===== config.mk =====
export PLATFORM = sky130hd
export DESIGN_NAME = bldc_gate_steer
export DESIGN_NICKNAME = d
export VERILOG_FILES = /design/src/rtl/bldc_gs_pkg.sv /design/src/rtl/gs_regs.sv /design/src/rtl/gs_phase_map.sv /design/src/rtl/gs_dead_band.sv /design/src/rtl/bldc_gate_steer.sv
export SDC_FILE = /design/constraint.sdc
export NUM_CORES = 1
export LEC_CHECK = 0
export BUFFER_PORTS_ARGS = -buffer_cell sky130_fd_sc_hd__buf_4
export CAP_MARGIN = 20
export CORE_MARGIN = 3
export CORE_UTILIZATION = 34
export CTS_CLUSTER_SIZE = 10
export DETAILED_ROUTE_END_ITERATION = 10
export HOLD_SLACK_MARGIN = 0.08
export SYNTH_ARGS = -nofsm -noshare
export SYNTH_HDL_FRONTEND = slang
export SYNTH_SLANG_ARGS = --single-unit
export TNS_END_PERCENT = 100

===== constraint.sdc =====
create_clock -name clk -period 2.6 [get_ports clk]
set_input_delay 0.26 -clock clk [delete_from_list [all_inputs] [get_ports clk]]
set_output_delay 0.26 -clock clk [all_outputs]
set_load 0.03 [all_outputs]

===== src/rtl/bldc_gs_pkg.sv =====
package bldc_gs_pkg;
  localparam int NPH    = 3;
  localparam int ADDR_W = 2;
  localparam int DATA_W = 8;

  localparam logic [ADDR_W-1:0] A_CTRL = 2'd0;
  localparam logic [ADDR_W-1:0] A_MODE = 2'd1;
  localparam logic [ADDR_W-1:0] A_DEAD = 2'd2;
  localparam logic [ADDR_W-1:0] A_STAT = 2'd3;

  // control byte; field order is decoded by software
  typedef struct packed {
    logic       sw_mask;   // 7: per-phase drive mode source
    logic [2:0] rsv;       // 6:4
    logic       indep;     // 3: 1 = non-complementary
    logic       pwm_en;    // 2
    logic       safe_lo;   // 1: low-side level under protection
    logic       hi_arm;    // 0: 1 = PWM on high side
  } ctrl_t;

  localparam logic [DATA_W-1:0] CTRL_RST = 8'h04;
endpackage


===== src/rtl/gs_regs.sv =====
module gs_regs
  import bldc_gs_pkg::*;
#(
  parameter int DT_W = 8
) (
  input  logic              clk,
  input  logic              rst,
  input  logic              fault_in,
  input  logic              wr_en,
  input  logic [ADDR_W-1:0] wr_addr,
  input  logic [DATA_W-1:0] wr_data,
  input  logic [ADDR_W-1:0] rd_addr,
  input  logic [DATA_W-1:0] status,
  output ctrl_t             ctl,
  output logic [NPH-1:0]    ph_indep,
  output logic [DT_W-1:0]   dead,
  output logic              prot,
  output logic [DATA_W-1:0] rd_data
);
  always_ff @(posedge clk) begin
    if (rst) begin
      ctl      <= ctrl_t'(CTRL_RST);
      ph_indep <= '0;
      dead     <= '0;
    end else if (wr_en) begin
      case (wr_addr)
        A_CTRL: begin
          ctl     <= ctrl_t'(wr_data);
          ctl.rsv <= '0;
        end
        A_MODE:  ph_indep <= wr_data[NPH-1:0];
        A_DEAD:  dead     <= wr_data[DT_W-1:0];
        default: ;
      endcase
    end
  end

  // protection latch: set asynchronously, cleared by a write to the status address
  always_ff @(posedge clk or posedge fault_in) begin
    if (fault_in)
      prot <= 1'b1;
    else if (rst)
      prot <= 1'b0;
    else if (wr_en && wr_addr == A_STAT)
      prot <= 1'b0;
  end

  always_ff @(posedge clk) begin
    if (rst)
      rd_data <= '0;
    else begin
      case (rd_addr)
        A_CTRL:  rd_data <= ctl;
        A_MODE:  rd_data <= DATA_W'(ph_indep);
        A_DEAD:  rd_data <= DATA_W'(dead);
        default: rd_data <= status;
      endcase
    end
  end
endmodule


===== src/rtl/gs_phase_map.sv =====
module gs_phase_map
  import bldc_gs_pkg::*;
(
  input  ctrl_t ctl,
  input  logic  indep,
  input  logic  sel_hi,
  input  logic  sel_lo,
  input  logic  pwm,
  output logic  raw_hi,
  output logic  raw_lo
);
  logic chop, comp;

  always_comb begin
    chop   = ctl.pwm_en ? pwm : 1'b1;
    comp   = ctl.pwm_en && !indep;
    raw_hi = 1'b0;
    raw_lo = 1'b0;
    if (sel_hi && !sel_lo) begin
      raw_hi = ctl.hi_arm ? chop : 1'b1;
      raw_lo = ctl.hi_arm && comp && !pwm;
    end else if (sel_lo && !sel_hi) begin
      raw_lo = ctl.hi_arm ? 1'b1 : chop;
      raw_hi = !ctl.hi_arm && comp && !pwm;
    end
  end
endmodule


===== src/rtl/gs_dead_band.sv =====
module gs_dead_band #(
  parameter int DT_W = 8
) (
  input  logic            clk,
  input  logic            rst,
  input  logic            force_safe,
  input  logic            safe_lo,
  input  logic [DT_W-1:0] dead,
  input  logic            raw_hi,
  input  logic            raw_lo,
  output logic            hi,
  output logic            lo
);
  localparam logic [DT_W-1:0] CNT_MAX = '1;

  logic [DT_W-1:0] hi_off, lo_off;   // clocks each switch has been off
  logic            hi_nx, lo_nx;

  always_comb begin
    if (force_safe) begin
      hi_nx = 1'b0;
      lo_nx = safe_lo;
    end else begin
      hi_nx = raw_hi && (lo_off >= dead);
      lo_nx = raw_lo && (hi_off >= dead);
    end
  end

  always_ff @(posedge clk) begin
    if (rst) begin
      hi     <= 1'b0;
      lo     <= 1'b0;
      hi_off <= CNT_MAX;
      lo_off <= CNT_MAX;
    end else begin
      hi     <= hi_nx;
      lo     <= lo_nx;
      hi_off <= hi_nx ? '0 : ((hi_off == CNT_MAX) ? hi_off : hi_off + 1'b1);
      lo_off <= lo_nx ? '0 : ((lo_off == CNT_MAX) ? lo_off : lo_off + 1'b1);
    end
  end
endmodule


===== src/rtl/bldc_gate_steer.sv =====
module bldc_gate_steer
  import bldc_gs_pkg::*;
#(
  parameter int DT_W = 8
) (
  input  logic              clk,
  input  logic              rst,
  input  logic              fault_in,
  input  logic              wr_en,
  input  logic [ADDR_W-1:0] wr_addr,
  input  logic [DATA_W-1:0] wr_data,
  input  logic [ADDR_W-1:0] rd_addr,
  output logic [DATA_W-1:0] rd_data,
  input  logic              pwm_in,
  input  logic [2*NPH-1:0]  commut,
  input  logic [NPH-1:0]    hall_in,
  output logic [NPH-1:0]    gate_hi,
  output logic [NPH-1:0]    gate_lo
);
  ctrl_t             ctl_q;
  logic [NPH-1:0]    ph_indep;
  logic [DT_W-1:0]   dead;
  logic              prot_q;
  logic [DATA_W-1:0] status;

  assign status = {2'b00, gate_hi[0], gate_lo[0], gate_hi[1], hall_in};

  gs_regs #(.DT_W(DT_W)) u_regs (
    .clk(clk), .rst(rst), .fault_in(fault_in),
    .wr_en(wr_en), .wr_addr(wr_addr), .wr_data(wr_data),
    .rd_addr(rd_addr), .status(status),
    .ctl(ctl_q), .ph_indep(ph_indep), .dead(dead),
    .prot(prot_q), .rd_data(rd_data)
  );

  for (genvar p = 0; p < NPH; p++) begin : g_ph
    logic raw_hi, raw_lo, indep;
    assign indep = ctl_q.sw_mask ? ph_indep[p] : ctl_q.indep;

    gs_phase_map u_map (
      .ctl(ctl_q), .indep(indep),
      .sel_hi(commut[p]), .sel_lo(commut[p+NPH]),
      .pwm(pwm_in), .raw_hi(raw_hi), .raw_lo(raw_lo)
    );

    gs_dead_band #(.DT_W(DT_W)) u_db (
      .clk(clk), .rst(rst),
      .force_safe(prot_q), .safe_lo(ctl_q.safe_lo),
      .dead(dead), .raw_hi(raw_hi), .raw_lo(raw_lo),
      .hi(gate_hi[p]), .lo(gate_lo[p])
    );
  end
endmodule


==> out/metrics.cfg <==
[run_status]
outcome = complete, no violations

[cts]
numCtsBuffers = 9
cts_resized = 0
clk_path_buf_depth = 2
clk_pin_slew_ns = 0.06
root_buffer = clkbuf_16
clock-sinks = 79
tritoncts = done
clock_latency_ns = 0.34
htreeDepth = 3

[route]
viasPerCell = 5.20
wl_per_cell_um = 15.1
route.vias.total = 3735
drt_iter0_drc = 195
antenna_left = 0
firstDrtPassIters = 4
wl_um = 10900
drc = 0

[sta]
min_period_ns = 2.15
rsz0062_at_grt = no
hold_ws_ns = 0.149
slew_viol_final = 0
slew_headroom_pct = 58.4
fin_tns_setup_ns = 0
finalHoldViolations = 0
clock.fmax_mhz = 465
tightest_slew_ns = 0.621
post-route-period-util_pct = 82.8
setup_viol = 0
fin_skew_ns = 0.00426

[cells_and_area]
areaGrowthSynthToFinish_pct = 17.1
fin_cells = 718
num_antenna_cells = 0
fill_cells = 1254
fin_nets = 621
drive_gt1_share_pct = 14.1

[floorplan]
num_rows = 41
die-area_um2 = 14900
die-width_um = 122
start_util_pct = 35.6
core_area_um2 = 12900
ios = 40
die_h_um = 122

[critical_path]
critPathMaxStageDelay_ns = 0.61
path_cells = ha_1, nand2b_1, a211oi_1, nor3_1, o41a_1, a21oi_1
r2r_slack_ns = 0.45
cp_max_fo = 9
crit_arrival_ns = 2.42
rr_worst_depth = 6
cp-endpoint = g_ph[2].u_db.hi_off[1]
worstSetupPathType = reg2reg
start_kind = register
crit_start = u_regs.dead[0]
crit_slowest_cell = dfxtp_1
r2r-start = u_regs.dead[0]
endpoint_kind = register
worst_ep_required_time_ns = 2.87
rr_endpoint = g_ph[2].u_db.hi_off[1]

[power_and_ir_drop]
p_sw_share_pct = 37.0
p_leak_nw = 2.32
combPwrFrac_pct = 38.5
clkPwrFrac_pct = 25.0
seq_power_share_pct = 36.5
p_sw_mw = 2.06
ir_drop_mv = 0.475
p_int_mw = 3.51
powerDensity_nw_per_um2 = 1040
total_power_mw = 5.57

[placement]
placed_cells = 701
io_buffer_count = 39
dp_hpwl_um = 7980
gp_congestion = 0.811

[yosys]
syn_area_per_cell_um2 = 9.10
synth_cells = 504
syn-num-nets = 584
ys_ff_latch = 79
yosys_warnings = 0
synth.distinct_cells = 58
synthFlopType = dfxtp_1
synth_seq_area_share_pct = 34.6
async_flop_share_pct = 1.27
synth_edf_count = 0
syn-cell-area_um2 = 4580

[global_routing]
overflow = 0
grt_use_total_pct = 15.6
grt_pass1_vias = 3686
grt_busiest_layer = met2
grt_pass1_wl_um = 18300
use_met2_pct = 25.5
grt_max_degree = 30
antenna_found_initial = 0
grtUsageMet1_pct = 20.4
gr-usage-met3_pct = 3.48

[hold_path]
hp-class = in2reg

[run]
drv_cap = 0

-- cell families after synthesis --
kind of cell / share of synthesized area [%]
muxes: 8.71
DFF: 34.6
buffers and inverters: 3.96
adders and majority gates: 14.7
xor gates and xnor gates: 3.06
and+or+nand+nor: 18.8
AOI/OAI and AO/OA: 16.1
-- power groups by stage --
stage	registers [mW]	clock network [mW]	logic, mW
final	2.03	1.39	2.14
after global routing	2.09	1.48	2.52
after CTS	2.02	1.44	2.15
after detailed placement	2.05	0	2.14
after global placement	2.04	0	2.05
after floorplan	1.91	0	1.78
-- critical path, delay by kind of cell (launching register included) --
kind / cells / cell delay (ns)
compound gates: 3 / 0.95
flops: 1 / 0.61
fa+ha+maj: 1 / 0.31
simple gates: 2 / 0.21
-- registers in the layout (all words and copies together) (netlist names) --
| name | cells |
|---|---|
| u_regs.rd_data | 8 |
| g_ph.u_db.lo_off | 24 |
| u_regs.ctl | 5 |
| g_ph.u_db.hi_off | 24 |
| u_regs.dead | 8 |
| u_regs.ph_indep | 3 |
| u_regs.prot | 1 |
| g_ph.u_db.lo | 3 |
| g_ph.u_db.hi | 3 |
-- cell usage after synthesis (2+ instances only) --
| library cell | count | area share (%) |
|---|---|---|
| a211o_1 | 3 | 0.57 |
| a211oi_1 | 3 | 0.49 |
| a211oi_2 | 3 | 0.82 |
| a21boi_0 | 6 | 0.98 |
| a21o_1 | 2 | 0.33 |
| a21oi_1 | 52 | 5.7 |
| a221oi_1 | 3 | 0.57 |
| a31oi_1 | 6 | 0.82 |
| and2_1 | 3 | 0.41 |
| and3_1 | 11 | 1.5 |
| and4_1 | 6 | 1.1 |
| buf_4 | 6 | 0.98 |
| clkbuf_1 | 11 | 0.90 |
| dfxtp_1 | 78 | 34 |
| ha_1 | 54 | 15 |
| inv_1 | 20 | 1.6 |
| mux2i_1 | 32 | 7.0 |
| mux4_2 | 3 | 1.5 |
| nand2_1 | 32 | 2.6 |
| nand2b_1 | 8 | 1.1 |
| nand3_1 | 31 | 3.4 |
| nand3b_1 | 7 | 1.1 |
| nand4_1 | 6 | 0.82 |
| nor2_1 | 36 | 2.9 |
| nor2b_1 | 8 | 1.1 |
| nor3_1 | 5 | 0.55 |
| o2111ai_1 | 2 | 0.38 |
| o211ai_1 | 3 | 0.49 |
| o21a_1 | 4 | 0.66 |
| o21ai_0 | 18 | 2.0 |
| xnor2_1 | 11 | 2.1 |
| xor2_1 | 5 | 0.96 |
-- final cells by class --
class                           count  area (um2)  share of cell area [%]
Multi-Input combinational cell    385        2820                    52.4
Sequential cell                    79        1590                    29.6
Timing Repair Buffer               45         340                    6.34
Clock buffer                       10         239                    4.45
Tap cell                          172         215                    4.01
Clock inverter                      6        92.6                    1.72
Inverter                           21        78.8                    1.47
-- what timing repair did --
| action | in CTS | in global routing |
|---|---|---|
| buffers inserted | 0 | 0 |
| hold endpoints to repair | 1 | 0 |
| hold buffers | 1 | 0 |
-- how the worst min path moves through the flow --
| stage | startpoint | end | slack [ns] | cells past startpoint |
|---|---|---|---|---|
| floorplan | fault_in | u_regs.prot | 0.15 | 1 |
| global placement | fault_in | u_regs.prot | 0.27 | 2 |
| detailed placement | fault_in | u_regs.prot | 0.27 | 2 |
| CTS | wr_data[5] | u_regs.dead[5] | 0.14 | 3 |
| global route | wr_data[5] | u_regs.dead[5] | 0.17 | 3 |
| finish | wr_data[4] | u_regs.dead[4] | 0.15 | 3 |
-- cells in the final DEF (no fill, tap or decap), drive strengths merged, types with 7 or more instances in the layout --
master / instances
nand3b: 7
and3: 12
nand2b: 9
inv: 21
nand3: 31
dfxtp: 78
buf: 44
clkbuf: 10
nor2b: 8
nor2: 36
nand2: 32
o21ai: 18
xnor2: 11
ha: 54
mux2i: 32
a21oi: 52
-- stage by stage --
stage / cell area, um2 / worst slack [ns] / util, %
after floorplan: 4580 / 0.840 / -
after global placement: 5030 / 0.483 / 39.0
after detailed placement: 5030 / 0.449 / 39.0
after CTS: 5370 / 0.413 / 41.7
after global routing: 5370 / 0.257 / 41.7
final: 5370 / 0.447 / 41.7
-- routing by layer --
metal / vias up / wire, um
met5: - / 0
met4: 0 / 155
met1: 1743 / 5010
met2: 73 / 5140
met3: 13 / 552
li1: 1906 / -
No activity file was read; power rests on OpenSTA's default activity.
